===== src/rtl/dac_fe_pkg.sv =====
// Shared frame layout and register addresses for the serial DAC front end.
package dac_fe_pkg;
    localparam int FRAME_W = 32;
    localparam int ADDR_W  = 7;
    localparam int DATA_W  = 24;
    localparam logic [ADDR_W-1:0] ADDR_CODE = 7'h01;
    localparam logic [ADDR_W-1:0] ADDR_CTRL = 7'h02;
endpackage


===== src/rtl/dac_fe_sync.sv =====
// Multi-stage synchronizer for a vector of asynchronous pins.
// Assumes each bit is independent; RST_VAL sets the idle level seen after reset.
module dac_fe_sync #(
    parameter int W = 4,
    parameter int STAGES = 2,
    parameter logic [W-1:0] RST_VAL = '0
) (
    input  logic         clk,
    input  logic         rst_n,
    input  logic [W-1:0] d_async,
    output logic [W-1:0] q_sync
);
    logic [W-1:0] pipe [STAGES];

    // Shift the pin samples through the synchronizer chain.
    always_ff @(posedge clk) begin
        if (!rst_n) begin
            for (int i = 0; i < STAGES; i++) pipe[i] <= RST_VAL;
        end else begin
            pipe[0] <= d_async;
            for (int i = 1; i < STAGES; i++) pipe[i] <= pipe[i-1];
        end
    end

    assign q_sync = pipe[STAGES-1];
endmodule


===== src/rtl/dac_fe_shift.sv =====
// Serial frame engine: captures sdin on falling sclk edges inside a frame,
// counts bits, classifies the frame at sync_n rise, and shifts the readback
// word out on the edge picked by sdo_fall. Inputs are already synchronized.
module dac_fe_shift
    import dac_fe_pkg::*;
#(
    parameter int FW = FRAME_W
) (
    input  logic          clk,
    input  logic          rst_n,
    input  logic          sclk_s,
    input  logic          sdin_s,
    input  logic          sync_n_s,
    input  logic          sdo_fall,
    input  logic          load_en,
    input  logic [FW-1:0] load_word,
    output logic [FW-1:0] frame_word,
    output logic          frame_ok,
    output logic          frame_bad,
    output logic          sdo,
    output logic          sdo_oe
);
    localparam int CNT_W = $clog2(FW + 2);
    localparam logic [CNT_W-1:0] CNT_MAX  = CNT_W'(FW + 1);
    localparam logic [CNT_W-1:0] CNT_FULL = CNT_W'(FW);

    logic             sclk_q, sync_q;
    logic [FW-1:0]    in_sr, out_sr;
    logic [CNT_W-1:0] cnt;
    logic             fall, rise, in_frame, end_evt, out_step;

    assign fall     = sclk_q & ~sclk_s;
    assign rise     = ~sclk_q & sclk_s;
    assign in_frame = ~sync_n_s;
    assign end_evt  = ~sync_q & sync_n_s;
    assign out_step = in_frame & (sdo_fall ? fall : (rise & (cnt != '0)));

    // Keep the previous sample of sclk and sync_n for edge detection.
    always_ff @(posedge clk) begin
        if (!rst_n) begin
            sclk_q <= 1'b1;
            sync_q <= 1'b1;
        end else begin
            sclk_q <= sclk_s;
            sync_q <= sync_n_s;
        end
    end

    // Capture input bits and count falling edges, saturating past a full frame.
    always_ff @(posedge clk) begin
        if (!rst_n) begin
            in_sr <= '0;
            cnt   <= '0;
        end else if (end_evt) begin
            cnt <= '0;
        end else if (in_frame && fall) begin
            in_sr <= {in_sr[FW-2:0], sdin_s};
            if (cnt != CNT_MAX) cnt <= cnt + 1'b1;
        end
    end

    // Load readback data at a read frame's end, otherwise shift it out.
    always_ff @(posedge clk) begin
        if (!rst_n)        out_sr <= '0;
        else if (load_en)  out_sr <= load_word;
        else if (out_step) out_sr <= {out_sr[FW-2:0], 1'b0};
    end

    assign frame_word = in_sr;
    assign frame_ok   = end_evt & (cnt == CNT_FULL);
    assign frame_bad  = end_evt & (cnt != CNT_FULL);
    assign sdo        = out_sr[FW-1];
    assign sdo_oe     = in_frame;
endmodule


===== src/rtl/dac_fe_regs.sv =====
// Register file: staging code, active code, control bits and alarm.
// clr_n acts asynchronously on both code registers; the rest resets synchronously.
module dac_fe_regs
    import dac_fe_pkg::*;
#(
    parameter int RES = 20
) (
    input  logic              clk,
    input  logic              rst_n,
    input  logic              clr_n,
    input  logic              ldac_n_s,
    input  logic              frame_ok,
    input  logic              frame_bad,
    input  logic [FRAME_W-1:0] frame_word,
    output logic [DATA_W-1:0] rd_data,
    output logic [RES-1:0]    dac_code,
    output logic              sdo_fall,
    output logic              alarm,
    output logic              ldac_evt
);
    localparam int PAD_W = DATA_W - RES;

    logic              ldac_q, frame_load;
    logic [RES-1:0]    stage_q, active_q, wr_code;
    logic [ADDR_W-1:0] addr;
    logic [DATA_W-1:0] data;
    logic              is_read, wr_code_en, wr_ctrl_en;
    logic              unused_bits;

    assign is_read    = frame_word[FRAME_W-1];
    assign addr       = frame_word[FRAME_W-2 -: ADDR_W];
    assign data       = frame_word[DATA_W-1:0];
    assign wr_code    = data[DATA_W-1 -: RES];
    assign wr_code_en = frame_ok & ~is_read & (addr == ADDR_CODE);
    assign wr_ctrl_en = frame_ok & ~is_read & (addr == ADDR_CTRL);
    assign ldac_evt   = ldac_q & ~ldac_n_s;
    assign unused_bits = ^data;

    // Track the load strobe for falling-edge detection.
    always_ff @(posedge clk) begin
        if (!rst_n) ldac_q <= 1'b1;
        else        ldac_q <= ldac_n_s;
    end

    // Staging and active code registers with asynchronous clear.
    always_ff @(posedge clk or negedge clr_n) begin
        if (!clr_n) begin
            stage_q  <= '0;
            active_q <= '0;
        end else if (!rst_n) begin
            stage_q  <= '0;
            active_q <= '0;
        end else begin
            if (wr_code_en) stage_q <= wr_code;
            if (wr_code_en && frame_load) active_q <= wr_code;
            else if (ldac_evt)            active_q <= stage_q;
        end
    end

    // Control bits written by a control-register frame.
    always_ff @(posedge clk) begin
        if (!rst_n) begin
            sdo_fall   <= 1'b0;
            frame_load <= 1'b0;
        end else if (wr_ctrl_en) begin
            sdo_fall   <= data[0];
            frame_load <= data[1];
        end
    end

    // Alarm is set by a discarded frame and cleared by a control write.
    always_ff @(posedge clk) begin
        if (!rst_n)          alarm <= 1'b0;
        else if (wr_ctrl_en) alarm <= 1'b0;
        else if (frame_bad)  alarm <= 1'b1;
    end

    // Readback multiplexer for the address in the current frame.
    always_comb begin
        case (addr)
            ADDR_CODE: rd_data = {stage_q, {PAD_W{1'b0}}};
            ADDR_CTRL: rd_data = {{(DATA_W-3){1'b0}}, alarm, frame_load, sdo_fall};
            default:   rd_data = '0;
        endcase
    end

    assign dac_code = active_q;
endmodule


===== src/rtl/dac_serial_front.sv =====
// Top of the serial DAC front end: synchronizes the pins, runs the frame
// engine and the register file, and routes read data back to the shifter.
// Assumes sclk idles high and each sclk phase lasts at least 4 clk cycles.
module dac_serial_front
    import dac_fe_pkg::*;
#(
    parameter int RES = 20,
    parameter int SYNC_STAGES = 2
) (
    input  logic           clk,
    input  logic           rst_n,
    input  logic           sclk,
    input  logic           sdin,
    input  logic           sync_n,
    input  logic           ldac_n,
    input  logic           clr_n,
    output logic           sdo,
    output logic           sdo_oe,
    output logic           alarm,
    output logic [RES-1:0] dac_code
);
    logic [3:0]         pins_s;
    logic               sclk_s, sdin_s, sync_n_s, ldac_n_s;
    logic [FRAME_W-1:0] frame_word, load_word;
    logic [DATA_W-1:0]  rd_data;
    logic               frame_ok, frame_bad, sdo_fall, load_en, ldac_evt;

    dac_fe_sync #(.W(4), .STAGES(SYNC_STAGES), .RST_VAL(4'b1011)) u_sync (
        .clk(clk), .rst_n(rst_n),
        .d_async({sclk, sdin, sync_n, ldac_n}),
        .q_sync(pins_s)
    );
    assign {sclk_s, sdin_s, sync_n_s, ldac_n_s} = pins_s;

    assign load_en   = frame_ok & frame_word[FRAME_W-1];
    assign load_word = {1'b1, frame_word[FRAME_W-2 -: ADDR_W], rd_data};

    dac_fe_shift #(.FW(FRAME_W)) u_shift (
        .clk(clk), .rst_n(rst_n),
        .sclk_s(sclk_s), .sdin_s(sdin_s), .sync_n_s(sync_n_s),
        .sdo_fall(sdo_fall), .load_en(load_en), .load_word(load_word),
        .frame_word(frame_word), .frame_ok(frame_ok), .frame_bad(frame_bad),
        .sdo(sdo), .sdo_oe(sdo_oe)
    );

    dac_fe_regs #(.RES(RES)) u_regs (
        .clk(clk), .rst_n(rst_n), .clr_n(clr_n), .ldac_n_s(ldac_n_s),
        .frame_ok(frame_ok), .frame_bad(frame_bad), .frame_word(frame_word),
        .rd_data(rd_data), .dac_code(dac_code), .sdo_fall(sdo_fall),
        .alarm(alarm), .ldac_evt(ldac_evt)
    );
endmodule


===== config.mk =====
export PLATFORM = sky130hd
export DESIGN_NAME = dac_serial_front
export DESIGN_NICKNAME = d
export VERILOG_FILES = /design/src/rtl/dac_fe_pkg.sv /design/src/rtl/dac_fe_sync.sv /design/src/rtl/dac_fe_shift.sv /design/src/rtl/dac_fe_regs.sv /design/src/rtl/dac_serial_front.sv
export SDC_FILE = /design/constraint.sdc
export NUM_CORES = 1
export LEC_CHECK = 0
export BUFFER_PORTS_ARGS = -buffer_cell sky130_fd_sc_hd__buf_2
export CORE_ASPECT_RATIO = 0.5
export CORE_MARGIN = 5
export CORE_UTILIZATION = 30
export CTS_CLUSTER_DIAMETER = 60
export CTS_CLUSTER_SIZE = 12
export DETAILED_ROUTE_END_ITERATION = 16
export HOLD_SLACK_MARGIN = 0.12
export PLACE_DENSITY_LB_ADDON = 0.2
export RECOVER_POWER = 50
export SLEW_MARGIN = 20
export SYNTH_ARGS = -nofsm -noshare
export SYNTH_HDL_FRONTEND = slang
export SYNTH_HIERARCHICAL = 1
export SYNTH_SLANG_ARGS = --single-unit

===== constraint.sdc =====
create_clock -name clk -period 1.75 [get_ports clk]
set_clock_uncertainty 0.1 [all_clocks]
set_input_delay 0.2625 -clock clk [delete_from_list [all_inputs] [get_ports clk]]
set_output_delay 0.2625 -clock clk [all_outputs]
set_load 0.005 [all_outputs]

== Yosys cells after proc, flatten, opt, wreduce, memory -nomap -nowiden ==
Memories as Yosys holds them, arrays and structs flattened.
Index checks and enable logic that the tools add are counted.
Storage, ports and cells
  input port bits: 7
  memories: 1
  RAM bits: 8
  output and inout bits: 23
  flip-flop bits (word level): 116
Memories
  u_sync.pipe: words 2, width 4, rd ports 2, clocked after Yosys merged registers in 0, wr ports 2, RTL line dac_fe_sync.sv:13  | logic [W-1:0] pipe [STAGES];
Operators by class
  eq/ne operators: 7
  bitwise gates (word level): 22
  $add $sub $neg: 1
  reduce and logical (&&, ||, !) cells: 8
  mux-type cells: 13
Operators by type and width (count)
  2-to-1 mux 20 bit: 5
  2-to-1 mux 32 bit: 2
  one-hot mux 24 bit (2 select lines): 1
  AND 1 bit: 12
  != test 6 bit, second input constant: 2
  2-to-1 mux 4 bit: 2
  NOT 1 bit: 8
  equality test 7 x 1 -> 1 bit, second input constant: 1
  equality test 7 x 2 -> 1 bit, second input constant: 1
  adder 6 x 1 -> 6 bit, second input constant: 1
  equality test 6 bit, second input constant: 1
  nonzero test 6 bit: 1
  AND reduction 2 bit: 2
  OR reduction 2 bit: 2
  2-to-1 mux 1 bit: 3
  != test 3 x 1 -> 1 bit, second input constant: 1
  logical AND 1 bit: 2
  != test 2 x 1 -> 1 bit, second input constant: 1
  bitwise OR 1 bit: 2
  nonzero test 2 bit: 1

== Longest topological paths before layout ==
Gate-level depths: netlist of run 1.
  depth in word-level cells: 8
  mapped depth: 10
  mapped depth without buffers: 8

== By module ==
Netlist of run 1, hierarchy kept.
Modules (own cells, without submodules)
  dac_fe_shift: cells an instance 368, area each 3241.9 um^2, instances 1
  dac_fe_regs: cells an instance 205, area each 2279.7 um^2, instances 1
  dac_fe_sync: cells an instance 20, area each 240.2 um^2, instances 1
  dac_serial_front: cells an instance 2, area each 10.0 um^2, instances 1

== Worst setup path after synthesis of run 1 ==
No wires, ideal clock.
  kind: register to register
  from: register u_shift.cnt[3]
  to: register u_shift.out_sr[14]
  cell stages (with the launch flop): 10
  setup time: 79 ps
  path slack: -184 ps
  data arrival time: 1755 ps
  period minus slack after synthesis: 1934 ps
  buffers on the path: 2
  path through: dfxtp_1 nor2_1 nand3_1 nor2_1 and2_1 clkbuf_1 clkbuf_1 nor2_1 a21boi_0 a211oi_2
RTL lines
  start, declared: RTL line dac_fe_shift.sv:29  | logic [CNT_W-1:0] cnt;
  start signal, assigned: RTL line dac_fe_shift.sv:58  | if (cnt != CNT_MAX) cnt <= cnt + 1'b1;
  equality test 6 bit (*): RTL line dac_fe_shift.sv:70  | assign frame_ok = end_evt & (cnt == CNT_FULL);
  AND 1 bit (*): RTL line dac_fe_shift.sv:70
  named net frame_ok: RTL line dac_serial_front.sv:26  | logic frame_ok, frame_bad, sdo_fall, load_en, ldac_evt;
  AND 1 bit (*): RTL line dac_serial_front.sv:35  | assign load_en = frame_ok & frame_word[FRAME_W-1];
  named net load_en: RTL line dac_serial_front.sv:26
  2-to-1 mux 32 bit / nonzero test 2 bit (equally long branches)
  end signal, assigned: RTL line dac_fe_shift.sv:65  | else if (load_en) out_sr <= load_word;
  end signal, assigned: RTL line dac_fe_shift.sv:66  | else if (out_step) out_sr <= {out_sr[FW-2:0], 1'b0};
  end, declared: RTL line dac_fe_shift.sv:28  | logic [FW-1:0] in_sr, out_sr;
Mark *: on every way through the listed nets, which the timed path passes. The rest lies on a longest branch.
A chain may end at the register's enable or synchronous reset.

== Worst setup path after layout of run 1 ==
  from: register u_shift.cnt[1]
  to: register u_shift.out_sr[1]
Same word-level chain as after synthesis.

==> qor.txt, run 1 <==
Status: finished with violations
Failing checks: negative setup slack
Worst Max-Slew Pin Slew: 1.03 ns
Final setup vio count: 69
Hold Crit Class: in -> reg
Worst path bufs/invs: 5
Fmax: 528 MHz
Nets: 704
Die area: 22300 um^2
Diodes inserted: 0
Crit path kind: reg -> reg
First DRT Iteration DRCs: 260
Worst EP required: 1.94 ns
FILL cells: 1790
Num Clock Sinks: 124
Cell leakage power: 0.00332 uW
Yosys reg bits: 124
Routability Congestion: 0.734
Synth area leader: dfxtp_1
Post-synthesis sequential area ratio: 46.5%
CP Cell Sequence: inv_2, ha_4, nand3_4, nor2_4, buf_4, and2_4, buf_12, buf_16, buf_6, a211oi_4, a211oi_2
Top FF cell, synth: dfxtp_1
PortBufs: 29
Root Driver: clkbuf_16
Row count: 35
Synthesis-to-finish area growth: 41.7%
DRT antenna net count: 0
Inst Count DP: 900
Share of post-route cells with drive strength above 1: 44.7%
1st-pass router iterations: 4
Vias in the first global route: 4516
Total Wirelength: 16500 um
EDFF count, synth: 0
Ports: 30
Asr flop ratio synth: 32.3%
Largest net degree at the start of global routing: 41
Max-slew violation count: 0
Dominant cells by area after synthesis: dfxtp_1 (29%), dfrtp_1 (17%), nand2_1 (7.2%), a211oi_2 (6.5%), a21boi_1 (6.1%)
Top cell type's share of synthesized area: 29.1%
Critical path's largest stage delay: 0.33 ns
Starting Density: 30.9%
First-pass GRT wire length: 25200 um
Pwr dens: 814 nW/um^2
H-Tree Depth: 4
Crit start category: register
WHS: 0.212 ns
Final Util: 43.8%
Reg clk slew, reported paths: 0.07 ns
DRC: 0
GRT Residual Overflow: 0
Vias/cell: 4.78
Area of the core: 18700 um^2
Tcrit/Tclk final: 108%
Clk buf depth: 2
Clk_lat worst skew: 0.42 ns
CP Max Fanout: 7
Initial antenna violation count: 0
Delay-heaviest family, CP: buffers and inverters
RSZ-0062 raised after global routing: true
Detail Placement HPWL: 8850 um
Die Y: 108 um
Max_cap viols: 0
Synthesized instance count: 595
Non-filler cells, final: 966
Max_slew headroom: 31.0%
Wirelength per Cell: 17.1 um
Synthesized area: 5770 um^2
CP endpoint kind: register
Total GRT Usage: 14.5%
Post-Syn Nets: 605
Syn. warnings: 6
VDD IR max: 0.000627 V
Fin crit period: 1.89 ns
CTS Buf Count: 17
Worst EP arrival: 2.09 ns
Vias: 4614
Final setup margin: -0.144 ns
Final hold viol count: 0
Average size of a mapped cell: 9.70 um^2
TritonCTS clock tree: built
Die X-Extent: 206 um
CP max-delay cell: dfxtp_2
Yosys cell types: 39
-- sequential cells by signal (all words and copies together) (netlist names) --
register and cells:
u_shift/frame_word 32, u_shift/out_sr 32, u_regs/dac_code 20, u_regs/stage_q 20, u_sync/pipe 8, u_shift/cnt 6, u_regs/alarm 1, u_regs/frame_load 1
u_regs/ldac_q 1, u_regs/sdo_fall 1, u_shift/sclk_q 1, u_shift/sync_q 1
-- power breakdown --
| group | internal (uW) | total (uW) | switching [uW] |
|---|---|---|---|
| sequential | 2850 | 2850 | 5.21 |
| combinational | 91.0 | 215 | 124 |
| clock | 2170 | 3590 | 1420 |
-- layout make-up --
type / instances / area (um^2) / area share (%)
well taps: 259 / 324 / 3.96
repair buffers: 126 / 1260 / 15.4
clock inverters: 13 / 154 / 1.88
clock buffers: 19 / 443 / 5.42
multi-input cells: 420 / 3290 / 40.2
flip-flops and latches: 124 / 2690 / 32.9
inverters: 5 / 18.8 / 0.229
-- placed cells by master, fill, tap and decap left out, drive strengths merged, types with 2 or more instances in the layout --
master / count
clkinvlp: 2
nand2b: 9
clkbuf: 32
xor2: 3
nand2: 111
nor2: 40
inv: 10
a21boi: 83
o21ai: 31
nand4: 6
and2: 30
dlygate4sd3: 5
ha: 3
bufinv: 2
clkinv: 4
dfrtp: 40
buf: 108
mux2i: 23
a31o: 2
a211oi: 32
o2bb2ai: 20
a31oi: 2
dfxtp: 84
and3: 4
conb: 2
nor2b: 7
-- per-layer routing --
| metal | track usage (%) | vias up | share of wire (%) | wire length [um] |
|---|---|---|---|---|
| met5 | 0 | - | 0 | 0 |
| met4 | 4.32 | 0 | 1.3 | 218 |
| met3 | 3.12 | 19 | 3.7 | 613 |
| met2 | 21.9 | 72 | 44 | 7290 |
| met1 | 20.9 | 2265 | 51 | 8360 |
| li1 | - | 2258 | - | - |
-- cell usage after synthesis (all sizes together) (2+ instances only) --
cell	instances
nand2	111
dfxtp	84
a21boi	83
dfrtp	40
nor2	40
clkbuf	33
a211oi	32
o21ai	31
and2	27
mux2i	23
o2bb2ai	20
buf	17
nand2b	9
nor2b	7
nand4	6
inv	5
and3	4
ha	3
xor2	3
a31oi	2
conb	2
-- final timing paths --
path	startpoint	end	cells past startpoint	slack, ns
worst min register to register	u_sync/pipe[0][0]	u_sync/pipe[0][4]	1	0.31
worst min-delay path	rst_n	u_shift/out_sr[19]	3	0.21
min in group asynchronous	clr_n	u_regs/dac_code[1]	3	0.54
max in group asynchronous	clr_n	u_regs/stage_q[15]	3	0.37
worst max-delay path	u_shift/cnt[1]	u_shift/out_sr[1]	11	-0.14
worst max register to register	u_shift/cnt[1]	u_shift/out_sr[1]	11	-0.14
-- what timing repair did --
action	in CTS	in global routing
pin swaps	27	32
endpoints found under the hold margin	44	0
setup buffers	9	4
hold buffers	5	0
resized for setup	83	90
setup endpoints to repair	73	103
cloned	8	9
-- tightest hold or removal path, delay by kind of cell --
kind	cells	cell delay (ns)
compound gates	2	0.17
buf+inv	1	0.23
-- cell families (layout without fill, tap and decap cells) --
| family | count (synthesis) | count (layout) | synth area share [%] |
|---|---|---|---|
| buf+inv | 55 | 163 | 4.90 |
| other cells | 2 | 2 | 0.130 |
| xor+xnor | 4 | 4 | 0.607 |
| fa+ha+maj | 3 | 3 | 0.650 |
| simple gates | 211 | 214 | 16.8 |
| flops | 124 | 124 | 46.5 |
| compound gates | 173 | 174 | 26.4 |
| mux | 23 | 23 | 3.99 |
-- metrics by stage --
step	area (um^2)	setup WS, ns	power, uW	TNS [ns]
floorplan	5810	-0.105	3020	-3.09
finish	8180	-0.144	6650	-5.23
global placement	6650	-0.230	3100	-6.30
global route	8180	-0.189	6880	-10.07
detailed placement	6650	-0.270	3100	-8.04
CTS	7730	-0.113	6690	-3.95
No activity file was read; power rests on OpenSTA's default activity.
==> inputs of run 2 (changes only) <==
Settings changed: SYNTH_HIERARCHICAL 1 to not set.
==> qor.txt, run 2 <==
Synthesized instance count: 544
First DRT Iteration DRCs: 267
Root Driver: clkbuf_16
Top FF cell, synth: dfxtp_1
Design area: 6960 um^2
Placed cell area: 5790 um^2
Detail Placement HPWL: 6970 um
Cell leakage power: 0.00276 uW
Vias: 4014
DRC: 0
Starting Density: 31.0%
CP Max Fanout: 5
Post-synthesis sequential area ratio: 52.0%
Sequential power share: 44.3%
Fin crit period: 1.92 ns
First-pass GRT wire length: 20600 um
Final setup margin: -0.174 ns
Worst EP arrival: 2.10 ns
1st-pass router iterations: 4
Internal reg-to-reg setup slack: -0.17 ns
Asr flop ratio synth: 32.3%
Reg2reg path depth: 8
Failing checks: negative setup slack
Crit path kind: reg -> reg
Synth cell count leaders: nand2_1 (131), dfxtp_1 (84), a21oi_1 (64)
PortBufs: 29
Logic pwr share: 2.5%
Max_cap viols: 0
Power share of the clock group: 53.3%
Area of the core: 16600 um^2
Average size of a mapped cell: 9.49 um^2
Largest net degree at the start of global routing: 78
Row count: 33
Max_slew headroom: 29.1%
Most frequent cells in the layout: nand2_1 (115), dfxtp_1 (82), a21oi_1 (57), mux2i_1 (50), dfrtp_1 (40)
Ports: 30
Commonest non-fill, non-tap cell in the layout: nand2_1
VDD IR max: 0.000739 V
Syn. warnings: 0
Switch share: 22.4%
Die X-Extent: 195 um
Nets: 626
Vias in the first global route: 3963
Worst EP required: 1.93 ns
TritonCTS clock tree: built
Yosys reg bits: 124
Psw: 1450 uW
Num Clock Sinks: 124
Top cell type's share of synthesized area: 32.6%
Synth area leader: dfxtp_1
Non-filler cells, final: 856
Most frequent cell after synthesis: nand2_1
Dominant cells by area after synthesis: dfxtp_1 (33%), dfrtp_1 (19%), mux2i_1 (10%), nand2_1 (9.5%), a21oi_1 (6.2%)
Fmax: 520 MHz
Die area: 20100 um^2
Post-Syn Nets: 554
Setup TNS Final: -6.58 ns
Hold Crit Class: in -> reg
Vias/cell: 4.69
RSZ-0062 raised after global routing: true
Clk_lat worst skew: 0.41 ns
Diodes inserted: 0
GRT Residual Overflow: 0
Reg clk slew, reported paths: 0.06 ns
CP endpoint kind: register
Final hold viol count: 0
Synthesized area: 5160 um^2
Routability Congestion: 0.767
Worst hold path stage count: 4
Final setup vio count: 66
Share of post-route cells with drive strength above 1: 29.9%
Total Wirelength: 12700 um
Internal Power: 5010 uW
Max-slew violation count: 0
Wirelength per Cell: 14.8 um
Critical R2R Capture: u_regs.stage_q[10]
H-Tree Depth: 4
Initial antenna violation count: 0
CTS Buf Count: 17
Clk buf depth: 2
Worst Max-Slew Pin Slew: 1.06 ns
Synthesis-to-finish area growth: 34.8%
Tcrit/Tclk final: 110%
Hold endpoint: u_regs.frame_load
Total GRT Usage: 12.9%
DRT antenna net count: 0
EDFF count, synth: 0
Yosys cell types: 42
Inst Count DP: 799
Crit start category: register
Status: finished with violations
Worst R2R Start: u_shift.frame_word[26]
Crit path from: u_shift.frame_word[26]
Hold Startpoint: rst_n
Die Y: 103 um
Pwr dens: 928 nW/um^2
==> run 2: changes by cell type after synthesis, sizes merged, moves of 10 or more <==
cell and change:
a21oi +65, nand2 +21, o2bb2ai -20, and2 -23, a211oi -10, clkbuf -13
a21boi -83, mux2i +30
==> run 2: cell families after synthesis <==
kind of cell | count (synthesis) | synth area share [%]
buffers and inverters | 42 | 4.29
AND/OR/NAND/NOR | 199 | 17.8
AO/OA/AOI/OAI | 118 | 14.0
adder cells (fa/ha/maj) | 3 | 0.728
flip-flops | 124 | 52.0
multiplexers | 53 | 10.3
XOR/XNOR | 5 | 0.849
==> run 2: area by class of cell <==
type                       instances  area [um^2]
multi-input combinational        381         2550
clock buffer                      19          433
inverter                           5         18.8
sequential                       124         2690
tap                              227          284
timing repair buffer              87          846
clock inverter                    13          144
fill                            1596         9680
==> run 2: critical path: stages (launching register included) <==
cell and delay [ns]:
dfxtp_2 0.32, or4_4 0.57, nor2_4 0.14, nand4_1 0.12, buf_6 0.17, buf_12 0.13, buf_16 0.13, nand2_1 0.06
a21oi_1 0.06
==> run 2: worst max-delay path by stage <==
stage,endpoint,slack (ns),cells past startpoint
3_5_place_dp,u_regs.stage_q[13],-0.17,5
2_1_floorplan,u_shift.out_sr[31],0.0006,8
6_report,u_regs.stage_q[10],-0.17,8
4_1_cts,u_regs.stage_q[10],-0.18,8
5_1_grt,u_regs.stage_q[14],-0.22,8
3_3_place_gp,u_regs.stage_q[15],-0.12,5
==> run 2: metrics by stage <==
stage	hold slack [ns]	utilization (%)	power, uW	worst slack [ns]
after floorplan	-0.133	-	2990	0.000641
after global placement	0.156	34.8	3070	-0.121
after detailed placement	0.162	34.8	3070	-0.172
after CTS	0.190	40.2	6540	-0.177
after global routing	0.317	41.8	6670	-0.222
final	0.296	41.8	6450	-0.174
==> run 2: power by group through the flow <==
stage               registers, uW  logic (uW)  clock network (uW)
floorplan                    2910        78.2                   0
global placement             2910         152                   0
detailed placement           2910         153                   0
CTS                          2850         162                3530
global route                 2860         180                3640
finish                       2860         161                3440
==> run 2: timing repair <==
action,CTS,global route
hold buffers,5,0
pin swaps,13,17
gates cloned,6,3
endpoints found under the setup margin,75,102
endpoints found under the hold margin,44,0
setup buffers,6,5
resized for setup,38,57
==> run 2: per-layer routing <==
metal | part of all wire (%) | routed length [um] | up-vias | GRT usage, %
met3 | 3.0 | 378 | 17 | 2.58
met5 | 0 | 0 | - | 0
met2 | 44 | 5560 | 56 | 20.6
met4 | 1.5 | 194 | 0 | 4.99
li1 | - | - | 2008 | -
met1 | 52 | 6520 | 1933 | 17.5
==> inputs of run 3 (changes only) <==
Settings changed: REMOVE_ABC_BUFFERS set to 1.
==> qor.txt, run 3 (same netlist as run 2, synthesis figures left out) <==
CP Max Fanout: 5
Die X-Extent: 195 um
Vias in the first global route: 3827
PortBufs: 29
Dpl ws: -0.182 ns
Worst EP arrival: 2.14 ns
Max_slew headroom: 25.3%
Largest net degree at the start of global routing: 41
Final setup vio count: 71
Diodes inserted: 0
Worst EP required: 1.97 ns
VDD IR max: 0.000586 V
Fmax: 520 MHz
Internal reg-to-reg setup slack: -0.17 ns
Vias/cell: 4.69
WHS: 0.190 ns
Hold Crit Class: in -> reg
Area of the core: 16600 um^2
Clk buf depth: 2
Ports: 30
FILL cells: 1602
TritonCTS clock tree: built
Row count: 33
Placed cell area: 5800 um^2
Reg2reg path depth: 6
Critical R2R Capture: u_regs.dac_code[18]
RSZ-0062 raised after global routing: true
Nets: 629
Total GRT Usage: 12.2%
Fin crit period: 1.92 ns
Design area: 7120 um^2
Final hold viol count: 0
Final setup margin: -0.174 ns
First-pass GRT wire length: 19800 um
Vias: 4028
Setup TNS Final: -5.94 ns
Commonest non-fill, non-tap cell in the layout: nand2_1
DRT antenna net count: 0
CTS Buf Count: 17
Pwr dens: 913 nW/um^2
Detail Placement HPWL: 7150 um
H-Tree Depth: 4
Max-slew violation count: 0
Crit path kind: reg -> reg
Hold Startpoint: rst_n
Synthesis-to-finish area growth: 37.9%
Routability Congestion: 0.762
Clk_lat worst skew: 0.41 ns
Root Driver: clkbuf_16
Starting Density: 31.0%
Worst Max-Slew Pin Slew: 1.12 ns
Crit start category: register
Status: finished with violations
Worst hold path stage count: 3
Worst R2R Start: u_shift.frame_word[26]
DRC: 0
Total Wirelength: 13100 um
Reg clk slew, reported paths: 0.06 ns
1st-pass router iterations: 5
Max_cap viols: 0
Share of post-route cells with drive strength above 1: 34.0%
Cell leakage power: 0.00293 uW
GRT Residual Overflow: 0
Most frequent cells in the layout: nand2_1 (102), dfxtp_1 (80), a21oi_1 (54), mux2i_1 (48), dfrtp_1 (40)
Die area: 20100 um^2
Tcrit/Tclk final: 110%
Initial antenna violation count: 0
Die Y: 103 um
CP endpoint kind: register
Hold endpoint: u_shift.sync_q
Wirelength per Cell: 15.3 um
Failing checks: negative setup slack
Num Clock Sinks: 124
Crit path from: u_shift.frame_word[26]
First DRT Iteration DRCs: 229
## run 3: changes by cell type in the layout (fill, tap and decap cells not counted), sizes merged
| cell | previous run | this run |
|---|---|---|
| clkinvlp | 4 | 1 |
| buf | 73 | 79 |
| and3 | 5 | 2 |
| clkbuf | 28 | 27 |
| inv | 7 | 14 |
| clkinv | 5 | 3 |
| bufinv | 2 | 1 |
## run 3: through the flow
step,util [%],total power [uW],cells
6_report,42.8,6500,859
5_1_grt,42.8,6730,859
4_1_cts,40.2,6580,848
3_5_place_dp,34.8,3060,801
3_3_place_gp,34.8,3060,801
2_1_floorplan,-,2970,507
## run 3: worst max path at each step
stage | slack, ns | cells past startpoint | to
global route | -0.21 | 11 | u_shift.out_sr[2]
CTS | -0.13 | 8 | u_shift.out_sr[2]
detailed placement | -0.18 | 8 | u_regs.dac_code[10]
finish | -0.17 | 6 | u_regs.dac_code[18]
floorplan | -1.20 | 4 | u_shift.cnt[5]
global placement | -0.18 | 8 | u_regs.dac_code[7]
## run 3: per-layer routing
layer  global-route usage, %  wire [um]  part of all wire (%)
met1                    16.5       6630                    50
met2                    19.5       5980                    46
met3                    3.10        395                   3.0
met4                    3.86        129                  0.98
met5                       0          0                     0
## run 3: critical path: stages (launching register included)
cell	delay (ns)
dfxtp_2	0.32
or4_4	0.57
nor2_4	0.16
nand4_4	0.15
buf_12	0.17
clkbuf_16	0.16
a211oi_1	0.20
## run 3: repair_timing
action                                  CTS  global route
cloned                                    3            10
gates resized for setup                  38            79
setup buffers                             7             3
pin swaps                                10            27
endpoints found under the setup margin   75           108
hold buffers                              5             0
endpoints found under the hold margin    44             0
## run 3: power breakdown
| group | switching (uW) | internal (uW) |
|---|---|---|
| combinational | 105 | 50.7 |
| clock | 1440 | 2050 |
| sequential | 6.90 | 2850 |
| total | 1550 | 4950 |
## run 3: cell type report
cell class	instances	area [um^2]	area share, %
Sequential cell	124	2690	37.8
Multi-Input combinational cell	378	2590	36.4
Tap cell	227	284	3.99
Clock inverter	14	148	2.07
Inverter	5	18.8	0.264
Timing Repair Buffer	93	950	13.3
Clock buffer	18	439	6.17
